$ cat src/rtl/adc_lw_pkg.sv
package adc_lw_pkg;

  typedef enum logic [1:0] {
    RNG_IN   = 2'd0,
    RNG_RSVD = 2'd1,
    RNG_LOW  = 2'd2,
    RNG_HIGH = 2'd3
  } rng_e;

  typedef enum logic [1:0] {
    XC_NONE = 2'd0,
    XC_RSVD = 2'd1,
    XC_DOWN = 2'd2,
    XC_UP   = 2'd3
  } xc_e;

  typedef enum logic [1:0] {
    EM_OFF     = 2'd0,
    EM_OUTSIDE = 2'd1,
    EM_CROSS   = 2'd2,
    EM_SPARE   = 2'd3
  } emode_e;

  // below has priority so an inverted pair still yields a defined code
  function automatic rng_e range_of(input logic is_below, input logic is_above);
    if (is_below)      return RNG_LOW;
    else if (is_above) return RNG_HIGH;
    else               return RNG_IN;
  endfunction

  function automatic xc_e cross_of(input logic seen, input logic was_below,
                                   input logic is_below);
    if (!seen)                       return XC_NONE;
    else if (was_below && !is_below) return XC_UP;
    else if (!was_below && is_below) return XC_DOWN;
    else                             return XC_NONE;
  endfunction

  function automatic logic event_hit(input emode_e m, input rng_e r, input xc_e x);
    case (m)
      EM_OUTSIDE: return (r != RNG_IN);
      EM_CROSS:   return (x != XC_NONE);
      default:    return 1'b0;
    endcase
  endfunction

endpackage

$ cat src/rtl/lw_limit_regs.sv
module lw_limit_regs
  import adc_lw_pkg::*;
#(
  parameter int unsigned NUM_CH    = 12,
  parameter int unsigned DW        = 12,
  parameter int unsigned VAL_LSB   = 4,
  parameter int unsigned MODE_BASE = 3,
  parameter int unsigned WW        = 32
) (
  input  logic                 clk,
  input  logic                 rst_n,
  input  logic                 lim_we,
  input  logic                 lim_pair,
  input  logic                 lim_hi,
  input  logic [WW-1:0]        lim_wdata,
  input  logic                 bank_we,
  input  logic [WW-1:0]        bank_wdata,
  input  logic                 mode_we,
  input  logic [WW-1:0]        mode_wdata,
  output logic [1:0][DW-1:0]   lo_q,
  output logic [1:0][DW-1:0]   hi_q,
  output logic [NUM_CH-1:0]    bank_q,
  output emode_e               mode_q [NUM_CH]
);

  localparam logic [DW-1:0] LO_RST = '0;
  localparam logic [DW-1:0] HI_RST = '1;

  for (genvar p = 0; p < 2; p++) begin : g_pair
    always_ff @(posedge clk or negedge rst_n) begin
      if (!rst_n) begin
        lo_q[p] <= LO_RST;
        hi_q[p] <= HI_RST;
      end else if (lim_we && (lim_pair == 1'(p))) begin
        if (lim_hi) hi_q[p] <= lim_wdata[VAL_LSB +: DW];
        else        lo_q[p] <= lim_wdata[VAL_LSB +: DW];
      end
    end
  end

  always_ff @(posedge clk or negedge rst_n) begin
    if (!rst_n)       bank_q <= '0;
    else if (bank_we) bank_q <= bank_wdata[NUM_CH-1:0];
  end

  for (genvar c = 0; c < NUM_CH; c++) begin : g_mode
    always_ff @(posedge clk or negedge rst_n) begin
      if (!rst_n)       mode_q[c] <= EM_OFF;
      else if (mode_we) mode_q[c] <= emode_e'(mode_wdata[MODE_BASE + 2*c +: 2]);
    end
  end

endmodule

$ cat src/rtl/lw_compare.sv
module lw_compare
  import adc_lw_pkg::*;
#(
  parameter int unsigned NUM_CH = 12,
  parameter int unsigned DW     = 12,
  parameter int unsigned CHW    = 4
) (
  input  logic                clk,
  input  logic                rst_n,
  input  logic                smp_vld,
  input  logic [DW-1:0]       smp_val,
  input  logic [CHW-1:0]      smp_chan,
  input  logic [1:0][DW-1:0]  lo_q,
  input  logic [1:0][DW-1:0]  hi_q,
  input  logic [NUM_CH-1:0]   bank_q,
  output logic [NUM_CH-1:0]   chan_hit,
  output rng_e                rng_now,
  output xc_e                 xc_now
);

  logic [NUM_CH-1:0] below_q;
  logic [NUM_CH-1:0] seen_q;
  logic              pair_sel;
  logic [DW-1:0]     lo_sel, hi_sel;
  logic              is_below, is_above;
  logic              was_below, seen;

  for (genvar c = 0; c < NUM_CH; c++) begin : g_hit
    assign chan_hit[c] = smp_vld && (smp_chan == CHW'(c));
  end

  // channels without a decode hit fall back to pair 0 and no history
  assign pair_sel  = |(chan_hit & bank_q);
  assign was_below = |(chan_hit & below_q);
  assign seen      = |(chan_hit & seen_q);

  assign lo_sel   = pair_sel ? lo_q[1] : lo_q[0];
  assign hi_sel   = pair_sel ? hi_q[1] : hi_q[0];
  assign is_below = smp_val < lo_sel;
  assign is_above = smp_val > hi_sel;

  assign rng_now = range_of(is_below, is_above);
  assign xc_now  = cross_of(seen, was_below, is_below);

  for (genvar c = 0; c < NUM_CH; c++) begin : g_hist
    always_ff @(posedge clk or negedge rst_n) begin
      if (!rst_n) begin
        below_q[c] <= 1'b0;
        seen_q[c]  <= 1'b0;
      end else if (chan_hit[c]) begin
        below_q[c] <= is_below;
        seen_q[c]  <= 1'b1;
      end
    end
  end

endmodule

$ cat src/rtl/lw_flags.sv
module lw_flags
  import adc_lw_pkg::*;
#(
  parameter int unsigned NUM_CH = 12,
  parameter int unsigned WW     = 32
) (
  input  logic               clk,
  input  logic               rst_n,
  input  logic [NUM_CH-1:0]  chan_hit,
  input  rng_e               rng_now,
  input  xc_e                xc_now,
  input  emode_e             mode_q [NUM_CH],
  input  logic               clr_we,
  input  logic [WW-1:0]      clr_wdata,
  output logic [NUM_CH-1:0]  set_req,
  output logic [NUM_CH-1:0]  flag_q
);

  logic [NUM_CH-1:0] clr_mask;
  assign clr_mask = clr_we ? clr_wdata[NUM_CH-1:0] : '0;

  for (genvar c = 0; c < NUM_CH; c++) begin : g_flag
    assign set_req[c] = chan_hit[c] && event_hit(mode_q[c], rng_now, xc_now);

    always_ff @(posedge clk or negedge rst_n) begin
      if (!rst_n)          flag_q[c] <= 1'b0;
      else if (set_req[c]) flag_q[c] <= 1'b1;
      else if (clr_mask[c]) flag_q[c] <= 1'b0;
    end
  end

endmodule

$ cat src/rtl/adc_limit_watch.sv
module adc_limit_watch
  import adc_lw_pkg::*;
#(
  parameter int unsigned NUM_CH    = 12,
  parameter int unsigned DW        = 12,
  parameter int unsigned CHW       = 4,
  parameter int unsigned VAL_LSB   = 4,
  parameter int unsigned MODE_BASE = 3,
  parameter int unsigned WW        = 32
) (
  input  logic              clk,
  input  logic              rst_n,
  input  logic              smp_vld,
  input  logic [DW-1:0]     smp_val,
  input  logic [CHW-1:0]    smp_chan,
  input  logic              lim_we,
  input  logic              lim_pair,
  input  logic              lim_hi,
  input  logic [WW-1:0]     lim_wdata,
  input  logic              bank_we,
  input  logic [WW-1:0]     bank_wdata,
  input  logic              mode_we,
  input  logic [WW-1:0]     mode_wdata,
  input  logic              clr_we,
  input  logic [WW-1:0]     clr_wdata,
  output logic              res_vld,
  output logic [CHW-1:0]    res_chan,
  output logic [1:0]        res_range,
  output logic [1:0]        res_cross,
  output logic [NUM_CH-1:0] evt_flags,
  output logic              evt_irq
);

  localparam int unsigned MODE_TOP = MODE_BASE + 2*NUM_CH;

  logic [1:0][DW-1:0] lo_q, hi_q;
  logic [NUM_CH-1:0]  bank_q;
  emode_e             mode_q [NUM_CH];
  logic [NUM_CH-1:0]  chan_hit;
  logic [NUM_CH-1:0]  set_req;
  rng_e               rng_now;
  xc_e                xc_now;

  initial begin
    if (MODE_TOP > WW) $error("event mode field exceeds write word");
    if (NUM_CH > (1 << CHW)) $error("channel number too narrow");
  end

  lw_limit_regs #(
    .NUM_CH(NUM_CH), .DW(DW), .VAL_LSB(VAL_LSB), .MODE_BASE(MODE_BASE), .WW(WW)
  ) u_regs (
    .clk(clk), .rst_n(rst_n),
    .lim_we(lim_we), .lim_pair(lim_pair), .lim_hi(lim_hi), .lim_wdata(lim_wdata),
    .bank_we(bank_we), .bank_wdata(bank_wdata),
    .mode_we(mode_we), .mode_wdata(mode_wdata),
    .lo_q(lo_q), .hi_q(hi_q), .bank_q(bank_q), .mode_q(mode_q)
  );

  lw_compare #(.NUM_CH(NUM_CH), .DW(DW), .CHW(CHW)) u_cmp (
    .clk(clk), .rst_n(rst_n),
    .smp_vld(smp_vld), .smp_val(smp_val), .smp_chan(smp_chan),
    .lo_q(lo_q), .hi_q(hi_q), .bank_q(bank_q),
    .chan_hit(chan_hit), .rng_now(rng_now), .xc_now(xc_now)
  );

  lw_flags #(.NUM_CH(NUM_CH), .WW(WW)) u_flags (
    .clk(clk), .rst_n(rst_n),
    .chan_hit(chan_hit), .rng_now(rng_now), .xc_now(xc_now), .mode_q(mode_q),
    .clr_we(clr_we), .clr_wdata(clr_wdata),
    .set_req(set_req), .flag_q(evt_flags)
  );

  always_ff @(posedge clk or negedge rst_n) begin
    if (!rst_n) begin
      res_vld   <= 1'b0;
      res_chan  <= '0;
      res_range <= RNG_IN;
      res_cross <= XC_NONE;
    end else begin
      res_vld <= smp_vld;
      if (smp_vld) begin
        res_chan  <= smp_chan;
        res_range <= rng_now;
        res_cross <= xc_now;
      end
    end
  end

  assign evt_irq = |evt_flags;

endmodule

$ cat config.mk
export PLATFORM = sky130hd
export DESIGN_NAME = adc_limit_watch
export DESIGN_NICKNAME = d
export VERILOG_FILES = /design/src/rtl/adc_lw_pkg.sv /design/src/rtl/lw_limit_regs.sv /design/src/rtl/lw_compare.sv /design/src/rtl/lw_flags.sv /design/src/rtl/adc_limit_watch.sv
export SDC_FILE = /design/constraint.sdc
export NUM_CORES = 1
export LEC_CHECK = 0
export ABC_AREA = 1
export BUFFER_PORTS_ARGS = -buffer_cell sky130_fd_sc_hd__buf_2
export CORE_AREA = 2 2 118 120
export DETAILED_ROUTE_END_ITERATION = 10
export DIE_AREA = 0 0 120 122
export PLACE_DENSITY_LB_ADDON = 0.3
export SYNTH_ARGS = -nofsm -noshare
export SYNTH_HDL_FRONTEND = slang
export SYNTH_HIERARCHICAL = 1
export SYNTH_SLANG_ARGS = --single-unit
export TNS_END_PERCENT = 10
$ cat constraint.sdc
create_clock -name clk -period 4.3 [get_ports clk]
set_input_delay 1.29 -clock clk [delete_from_list [all_inputs] [get_ports clk]]
set_output_delay 1.29 -clock clk [all_outputs]
set_load 0.1 [all_outputs]
-- Word level (Yosys, flattened, before mapping)
Index checks and enable logic that the tools add are counted.
- add/sub/neg operators: 0
- multiply operators: 0
- divide/modulo/power cells: 0
- order comparisons: 2
- equal/unequal tests: 35
- shift-type cells: 0
- muxes and demuxes: 44
- bitwise gates (word level): 5
- reduce and logical (&&, ||, !) cells: 53
- operator list (cell ; number):
    $reduce_or A12 Y1 ; 4
    $and A12 B12 Y12 ; 3
    $mux W12 ; 3
    $logic_and A1 B1 Y1 ; 28
    $reduce_bool A2 Y1 ; 14
    $eq A2 B1 Y1 const B ; 12
    $eq A2 B2 Y1 const B ; 12
    $mux W1 ; 24
    $pmux W1 S2 ; 12
    $eq A4 B3 Y1 const B ; 4
    $eq A4 B4 Y1 const B ; 4
    $gt A12 B12 Y1 ; 1
    $lt A12 B12 Y1 ; 1
    $mux W2 ; 5
    $eq A4 B2 Y1 const B ; 2
    $reduce_and A2 Y1 ; 4
    $eq A4 B1 Y1 const B ; 1
    $logic_not A4 Y1 ; 1
    $logic_not A1 Y1 ; 2
    $not A1 Y1 ; 2
- register bits: 129
- latch bits: 0
- RAM bits: 0
- ROM bits: 0
- bits of input ports: 153
- memories: 0

-- Logic depth before layout (Yosys ltp)
Gate-level depths: netlist of the first run.
- depth in word-level cells: 14
- depth in mapped cells: 27
- gate-level depth less buffers: 25

-- Modules after synthesis
The synthesis of the first run kept the hierarchy.
- modules (own cells, without submodules) (module ; times used ; cells an instance ; area an instance (µm²) ; seq. area each (µm²)):
    lw_limit_regs ; 1 ; 364 ; 3367.0 ; 2132.0
    lw_compare ; 1 ; 260 ; 2062.0 ; 600.6
    lw_flags ; 1 ; 187 ; 1217.4 ; 300.3
    adc_limit_watch ; 1 ; 45 ; 380.4 ; 225.2

-- Worst setup path after synthesis of the first run
OpenSTA, ideal clock, no wires.
- kind: input -> register
- start point: input smp_vld
- end point: register u_flags.flag_q[1]
- arrival time: 4.240 ns
- setup slack: -0.060 ns
- cell stages on the path: 26
- buffers on the path: 3
- path through: buf_2 -> nand3_2 -> nor2_2 -> nand2_1 -> nand2_1 -> nor2_1 -> nand3_2 -> buf_2 -> mux2i_1 -> ha_1 -> a21oi_1 -> nor2_1 -> a211oi_1 -> o221a_2 -> nand2_1 -> ha_1 -> inv_1 -> nand2_1 -> inv_1 -> inv_1 -> nand2_2 -> buf_6 -> nand2_1 -> nand2_1 -> nand2_1 -> nand2_1
- word-level cells in the longest chain between the ends: 13
- ends and longest elaborated chain (what ; RTL line ; source):
    from (decl) ; adc_limit_watch.sv:13 ; input logic smp_vld,
    $logic_and A1 B1 Y1 (*) ; lw_compare.sv:29 ; assign chan_hit[c] = smp_vld && (smp_chan == CHW'(c));
    via chan_hit[10] ; adc_limit_watch.sv:39 ; logic [NUM_CH-1:0] chan_hit;
    $and A12 B12 Y12 ; lw_compare.sv:33 ; assign pair_sel = |(chan_hit & bank_q);
    $reduce_or A12 Y1 ; lw_compare.sv:33 ;
    $mux W12 ; lw_compare.sv:37 ; assign lo_sel = pair_sel ? lo_q[1] : lo_q[0];
    $lt A12 B12 Y1 ; lw_compare.sv:39 ; assign is_below = smp_val < lo_sel;
    $logic_and A1 B1 Y1 / $logic_not A1 Y1 (equally long branches) ; adc_lw_pkg.sv:35, adc_lw_pkg.sv:34 ;
    $mux W2 / $logic_and A1 B1 Y1 (equally long branches) ; adc_lw_pkg.sv:35, adc_lw_pkg.sv:34 ;
    $mux W2 ; adc_lw_pkg.sv:34 ; else if (was_below && !is_below) return XC_UP;
    $mux W2 (*) ; adc_lw_pkg.sv:33 ; if (!seen) return XC_NONE;
    via xc_now[1] ; adc_limit_watch.sv:42 ; xc_e xc_now;
    $reduce_bool A2 Y1 (*) ; adc_lw_pkg.sv:42 ; EM_CROSS: return (x != XC_NONE);
    $pmux W1 S2 (*) ; adc_lw_pkg.sv:40 ; case (m)
    $logic_and A1 B1 Y1 (*) ; lw_flags.sv:23 ; assign set_req[c] = chan_hit[c] && event_hit(mode_q[c], rng_now, xc_now);
    $mux W1 / $reduce_bool A2 Y1 (equally long branches) ; - ;
    to (signal, indexed assignment) ; lw_flags.sv:26 ; if (!rst_n) flag_q[c] <= 1'b0;
    to (signal, indexed assignment) ; lw_flags.sv:27 ; else if (set_req[c]) flag_q[c] <= 1'b1;
    to (signal, indexed assignment) ; lw_flags.sv:28 ; else if (clr_mask[c]) flag_q[c] <= 1'b0;
    to (decl) ; lw_flags.sv:16 ; output logic [NUM_CH-1:0] flag_q
The timed path passes the listed nets; every way through them passes the cells marked *.
A chain may end at the register's enable or synchronous reset.

-- Worst setup path after layout of the first run
- start point: input smp_chan[1]
- end point: register u_flags.flag_q[0]
- word-level cells in the longest chain between the ends: 14
- ends and longest elaborated chain (what ; RTL line ; source):
    from (decl) ; adc_limit_watch.sv:15 ; input logic [CHW-1:0] smp_chan,
    $eq A4 B3 Y1 (*) ; lw_compare.sv:29 ;
    $logic_and A1 B1 Y1 (*) ; lw_compare.sv:29 ;
    via chan_hit[4] ; adc_limit_watch.sv:39 ;
    $and A12 B12 Y12 ; lw_compare.sv:33 ;
    $reduce_or A12 Y1 ; lw_compare.sv:33 ;
    $mux W12 ; lw_compare.sv:37 ;
    $lt A12 B12 Y1 ; lw_compare.sv:39 ;
    $logic_and A1 B1 Y1 / $logic_not A1 Y1 (equally long branches) ; adc_lw_pkg.sv:35, adc_lw_pkg.sv:34 ;
    $mux W2 / $logic_and A1 B1 Y1 (equally long branches) ; adc_lw_pkg.sv:35, adc_lw_pkg.sv:34 ;
    $mux W2 ; adc_lw_pkg.sv:34 ;
    $mux W2 (*) ; adc_lw_pkg.sv:33 ;
    via xc_now[1] ; adc_limit_watch.sv:42 ;
    $reduce_bool A2 Y1 (*) ; adc_lw_pkg.sv:42 ;
    $pmux W1 S2 (*) ; adc_lw_pkg.sv:40 ;
    $logic_and A1 B1 Y1 (*) ; lw_flags.sv:23 ;
    $mux W1 / $reduce_bool A2 Y1 (equally long branches) ; - ;
Marked as above.

==> results by group, run 1 <==
Worst setup path
  • Max stage delay on crit path: 0.29 ns
  • Critical path class: in -> reg
  • Worst path slowest cell: ha_1
  • Worst Path Required: 4.61 ns
  • Critical Path Sink Type: flop
  • Crit start category: input pin
  • CP bufs+invs: 6
  • CP arrival: 4.38 ns
  • Worst-path fanout max: 8
  • CP delay by family, top: simple AND/OR/NAND/NOR gates
  • CP most frequent cell: nand2_1

Global route
  • Vias in the first global route: 5594
  • GRT overflow: 0
  • Initial antenna violation count: 0
  • Pin count of the biggest net entering global routing: 65
  • First-pass GRT wire length: 25.9 mm
  • Tot GR Track Use: 22.6%

Final layout
  • Area Overhead vs Synth: 23.2%
  • Final net count: 1180
  • FILL cells: 1175
  • Post-route core utilization: 63.7%
  • Multi-input logic area: 3140 um^2
  • Share of post-route cells with drive strength above 1: 24.9%
  • Diodes inserted: 0
  • Storage element area: 3260 um^2

Hold path
  • Hold crit path type: reg -> reg

Pwr
  • Switching power: 1.11 mW
  • Sequential Power Share: 39.9%
  • Logic pwr share: 21.1%
  • Clock share of power: 39.0%
  • Int Power: 2.63 mW
  • Switching part of the total: 29.7%
  • PD cells: 434 nW/um^2
  • VDD IR max: 0.000432 V
  • Leak pwr: 4.60 nW

Routing
  • Average wire per standard cell: 13.7 um
  • Via Count: 5937
  • DRT antenna net count: 0
  • Iteration-0 DRC Markers: 277
  • First drt pass iteration count: 7
  • Vias per inst: 5.07
  • DR DRC count: 0
  • Wirelength, routed: 16.0 mm

Clocking
  • Clock tree from TritonCTS: yes
  • CTS Root Cell: clkbuf_16
  • Worst-Skew Late Latency: 0.43 ns
  • # clock sinks: 129
  • Clock slew at reported path FFs: 0.05 ns
  • CTS Buf Count: 17
  • # H-tree levels: 4
  • CTS Buffer Depth: 2

Timing
  • Fmax: 0.246 GHz
  • Period utilization: 94.6%
  • Final Setup Violations: 0
  • Clock Skew: 0.0164 ns
  • Setup TNS: 0 ns
  • Slew @ Worst Pin: 0.824 ns
  • Fin crit period: 4.07 ns
  • Max Transition Viols Final: 0
  • Final Hold Vio Count: 0
  • Max-Slew Margin vs Limit: 45.0%

Synth
  • Mapped Area: 6980 um^2
  • Post-Syn Area per Cell: 8.27 um^2
  • Synth Instances: 844
  • Synth Warn #: 6
  • Mapped Nets: 1045

Die
  • I/O Pins: 175
  • Row count: 43
  • Placeable Area: 13500 um^2
  • Starting Density: 51.7%
  • Die W: 120 um
  • Die height: 122 um
  • Die Footprint: 14600 um^2

Outcome
  • Status: complete, no violations

Placed design
  • Final GP Congestion: 0.786
  • Port bufs: 106
  • Dpl hpwl: 11.3 mm

Flow run
  • Max-cap violation count: 0
final timing paths:
path                             startpoint                 to  slack (ns)  cells past startpoint
setup reg to reg           u_regs/bank_q[3]  u_flags/flag_q[0]        1.11                     21
hold reg to reg             u_cmp/seen_q[1]    u_cmp/seen_q[1]        0.45                      2
hold / removal              u_cmp/seen_q[1]    u_cmp/seen_q[1]        0.45                      2
min in group asynchronous             rst_n        res_chan[1]        0.97                      1
setup / recovery                smp_chan[1]  u_flags/flag_q[0]        0.23                     25
max in group asynchronous             rst_n     u_regs/hi_q[2]        2.57                      2
worst register-to-register path: stages, from the launching register on:
cell     delay (ns)
dfrtp_1        0.39
nand4_1        0.09
nand2_1        0.06
nor2_2         0.19
nand3_4        0.14
buf_4          0.19
buf_12         0.14
mux2i_1        0.13
ha_1           0.33
nand4_1        0.18
o221a_2        0.31
nand2_1        0.12
ha_1           0.24
inv_1          0.05
nand2_1        0.05
inv_1          0.08
inv_2          0.07
nand2_4        0.12
nand2_1        0.06
nand2_1        0.05
nand2_1        0.08
nand2_1        0.07
registers in the layout (all words and copies together) (netlist names), 2 cells and up:
name / cells
u_regs/mode_q: 24
u_regs/lo_q: 24
u_cmp/below_q: 12
u_flags/flag_q: 12
u_regs/bank_q: 12
res_range: 2
u_cmp/seen_q: 12
res_cross: 2
res_chan: 4
u_regs/hi_q: 24
routing by layer:
metal / wire (um) / track usage [%] / vias up / share of wire (%)
li1: - / - / 2984 / -
met1: 6830 / 26.9 / 2789 / 43
met2: 8140 / 39.7 / 148 / 51
met3: 797 / 5.71 / 16 / 5.0
met4: 235 / 7.87 / 0 / 1.5
met5: 0 / 0 / - / 0
layout make-up:
cell class	instances	area share, %
well taps	180	2.62
clock buffers	23	5.91
multi-input cells	557	36.5
clock inverters	9	1.19
inverters	127	5.54
flip-flops and latches	129	37.9
repair buffers	147	10.4
cells in the final DEF, fill, tap and decap left out, types with 2 or more instances in the layout:
cell,n
bufinv_16,2
buf_4,38
nand2_1,257
nand2_2,4
mux2i_1,20
o22ai_1,3
nor2_4,4
ha_1,48
a21oi_1,9
buf_12,4
nor3_2,2
or2_2,6
buf_2,105
dfstp_2,24
a22o_1,3
clkinv_2,4
nand3_2,2
nand4_1,44
inv_1,120
clkbuf_16,17
a221oi_1,6
nand3_1,21
dfrtp_1,105
inv_2,7
nor2_1,29
clkinvlp_4,3
o21ai_1,16
clkbuf_8,6
mux2i_2,2
o21ai_0,59
nand2_4,4
nor2_2,7
power by group through the flow:
stage	clock network (mW)	registers, mW	logic (mW)
CTS	1.47	1.49	0.770
floorplan	0	1.58	0.435
global route	1.53	1.51	0.885
finish	1.46	1.49	0.787
detailed placement	0	1.51	0.763
global placement	0	1.50	0.745
timing repair:
item / CTS / global route
resized for setup: 0 / 21
setup buffers: 0 / 3
setup endpoints to repair: 0 / 12
hold buffers: 0 / 0
per-stage QoR:
step	instances	worst slack, ns	total power, mW	cell area [um^2]	hold slack [ns]
6_report	1172	0.234	3.74	8600	0.449
3_5_place_dp	1136	-0.302	2.27	7890	0.439
2_1_floorplan	844	0.0362	2.02	6980	0.422
5_1_grt	1172	-0.00765	3.93	8600	0.468
4_1_cts	1168	0.0901	3.74	8500	0.449
3_3_place_gp	1136	-0.302	2.25	7890	0.434
No activity file was read; power rests on OpenSTA's default activity.
==> run 2: changes to the inputs <==
--- a/config.mk
+++ b/config.mk
@@ -7,6 +7,7 @@
 export LEC_CHECK = 0
 export ABC_AREA = 1
 export BUFFER_PORTS_ARGS = -buffer_cell sky130_fd_sc_hd__buf_2
+export CAP_MARGIN = 5
 export CORE_AREA = 2 2 118 120
 export DETAILED_ROUTE_END_ITERATION = 10
 export DIE_AREA = 0 0 120 122
==> constraint.sdc (replaced) <==
create_clock -name clk -period 5.3 [get_ports clk]
set_input_delay 1.59 -clock clk [delete_from_list [all_inputs] [get_ports clk]]
set_output_delay 1.59 -clock clk [all_outputs]
set_load 0.1 [all_outputs]
==> run 2 against run 1 <==
Die area did not move. Clock power is 20% lower. Non-clock buffer count down 28. Largest cell class unchanged. Cell area is 4.0% lower. Via count fell by 5.1%. Cell count decreased by 2.6%. Sequential cell count did not move. Global-route usage decreased by 0.34 points. First-iteration DRC count up 18%. Wire length shrank 3.1%. Highest routed layer unchanged. Clock skew is 0.0087 ns lower. Setup slack better by 0.45 ns.
==> results by group, run 2 (synthesis gave the netlist of run 1 again) <==
Clocking
  • # clock sinks: 129 (unchanged)
  • CTS Buf Count: 17 (unchanged)
  • CTS Root Cell: clkbuf_16
  • CTS Buffer Depth: 2 (unchanged)
  • Setup Buffers After CTS: 0 (unchanged)
  • CTS resizes: 0 (unchanged)
  • Clock slew at reported path FFs: 0.05 ns (about the same)
  • # H-tree levels: 4 (unchanged)
  • Cts hold-fix bufs: 0 (unchanged)
  • Clock tree from TritonCTS: yes
  • Worst-Skew Late Latency: 0.42 ns (about the same)

Hold path
  • Start point of the worst hold path: u_cmp/seen_q[9]
  • Hold depth: 2 (unchanged)
  • Hold crit path type: reg -> reg
  • End of the worst hold path: u_cmp/seen_q[9]

Global route
  • Tot GR Track Use: 22.3% (-0.34 points)
  • GRT overflow: 0 (unchanged)
  • Initial antenna violation count: 0 (unchanged)
  • Vias in the first global route: 5362 (-4.1%)
  • First-pass GRT wire length: 25.4 mm (-1.7%)
  • Pin count of the biggest net entering global routing: 74 (+14%)

Outcome
  • Status: complete, no violations

Timing
  • WHS: 0.455 ns (+0.00631 ns)
  • Max Transition Viols Final: 0 (unchanged)
  • Final Hold Vio Count: 0 (unchanged)
  • PnR worst setup slack: 0.683 ns (+0.449 ns)
  • Period utilization: 87.1%
  • Fmax: 0.217 GHz
  • Fin crit period: 4.62 ns
  • Clock Skew: 0.00772 ns (-0.00868 ns)
  • Slew @ Worst Pin: 0.925 ns (+0.101 ns)
  • Final Setup Violations: 0 (unchanged)
  • Setup TNS: 0 ns (unchanged)
  • Max-Slew Margin vs Limit: 38.3% (-6.7 points)
  • RSZ-0062 raised after global routing: false

Die
  • Placeable Area: 13500 um^2 (unchanged)
  • Die height: 122 um (unchanged)
  • I/O Pins: 175 (unchanged)
  • Die W: 120 um (unchanged)
  • Starting Density: 51.7% (unchanged)
  • Die Footprint: 14600 um^2 (unchanged)
  • Row count: 43 (unchanged)

Final layout
  • Largest regs: u_regs/hi_q x24, u_regs/lo_q x24, u_regs/mode_q x24
  • Commonest non-fill, non-tap cells in the layout: 258 x nand2_1, 121 x inv_1, 105 x buf_2, 105 x dfrtp_1, 61 x o21ai_0
  • FILL cells: 1201 (+2.2%)
  • Storage element area: 3260 um^2 (unchanged)
  • Final net count: 1151 (-2.5%)
  • Area Overhead vs Synth: 18.2%
  • Diodes inserted: 0 (unchanged)
  • Multi-input logic area: 3060 um^2 (-2.5%)
  • Most common cell after layout, fill and taps aside: nand2_1
  • Share of post-route cells with drive strength above 1: 20.9% (-4.0 points)

Worst setup path
  • RR Startpoint: u_regs/bank_q[8]
  • Critical Path Sink Type: flop
  • Worst Reg-to-Reg Cells: 22 (+4.8%)
  • CP arrival: 4.97 ns (+0.59 ns)
  • Worst-path fanout max: 12 (+4)
  • Crit start category: input pin
  • Worst Path Required: 5.65 ns (+1.04 ns)
  • FF-to-FF End: u_flags/flag_q[0]
  • R2R setup slack: 1.92 ns (+0.81 ns)
  • Critical path class: in -> reg

Routing
  • Wirelength, routed: 15.5 mm (-3.1%)
  • Vias per inst: 4.93 (-2.6%)
  • DR DRC count: 0 (unchanged)
  • DRT antenna net count: 0 (unchanged)
  • Iteration-0 DRC Markers: 327 (+18%)
  • Average wire per standard cell: 13.6 um (-0.57%)
  • First drt pass iteration count: 4 (-3)
  • Via Count: 5633 (-5.1%)

Placed design
  • Dpl hpwl: 10.9 mm (-3.6%)
  • Final GP Congestion: 0.779 (-0.83%)
  • DP Worst Slack: 0.275 ns (+0.577 ns)
  • Port bufs: 106 (unchanged)

Flow run
  • Max-cap violation count: 0 (unchanged)

Pwr
  • VDD IR max: 0.000247 V (-43%)
  • PD cells: 360 nW/um^2 (-17%)
  • Leak pwr: 4.43 nW (-3.8%)
-- run 2: changes by cell type in the layout (fill, tap and decap cells not counted), sizes merged --
cell,before,now
buf,147,119
clkbuf,23,27
clkinv,4,2
clkinvlp,3,0
nand2,265,264
-- run 2: worst max-delay path by stage --
| stage | slack (ns) | end | startpoint |
|---|---|---|---|
| 6_report | 0.68 | u_flags/flag_q[0] | smp_vld |
| 5_1_grt | 0.37 | u_flags/flag_q[4] | smp_vld |
| 4_1_cts | 0.69 | u_flags/flag_q[0] | smp_vld |
| 3_5_place_dp | 0.27 | u_flags/flag_q[0] | smp_vld |
| 3_3_place_gp | 0.26 | u_flags/flag_q[7] | smp_vld |
| 2_1_floorplan | 0.66 | u_flags/flag_q[1] | smp_vld |
-- run 2: area by class of cell --
class	instances	area share [%]
clock buffer	27	6.46
clock inverter	4	0.849
inverter	127	5.78
multi-input combinational	556	37.1
sequential	129	39.5
tap	180	2.73
timing repair buffer	119	7.64
-- run 2: per-stage QoR --
step | instances | util, % | power, mW | area (um^2)
after floorplan | 844 | - | 1.64 | 6980
after global placement | 1111 | 56.7 | 1.80 | 7650
after detailed placement | 1111 | 56.7 | 1.82 | 7650
after CTS | 1142 | 61.1 | 2.99 | 8250
after global routing | 1142 | 61.1 | 3.14 | 8250
final | 1142 | 61.1 | 2.97 | 8250
-- run 2: power by group --
group	leakage (nW)	switching, mW	internal (mW)
logic	2.59	0.395	0.199
registers	1.53	0.0714	1.14
clock network	0.299	0.393	0.776
total	4.43	0.859	2.11
-- run 2: worst max-delay path, cell delays in order --
cell,delay [ns]
buf_2,0.20
nand3_1,0.15
nor2_2,0.27
nand2_1,0.08
nand2_1,0.06
nor2_1,0.06
nand3_2,0.13
buf_4,0.18
mux2i_1,0.19
ha_1,0.25
nand2_1,0.09
nor2_1,0.05
a211oi_1,0.24
o221a_2,0.27
nand2_1,0.10
ha_1,0.30
inv_1,0.05
nand2_1,0.05
inv_1,0.07
inv_1,0.05
nand2_2,0.22
nand2_1,0.08
nand2_1,0.06
nand2_1,0.08
nand2_1,0.07
-- run 2: per-layer routing --
metal  part of all wire, %  global-route usage, %  wire, um
met1                    44                   27.8      6830
met2                    51                   38.5      7860
met3                   4.4                   5.81       675
met4                  0.85                   5.74       132
met5                     0                      0         0
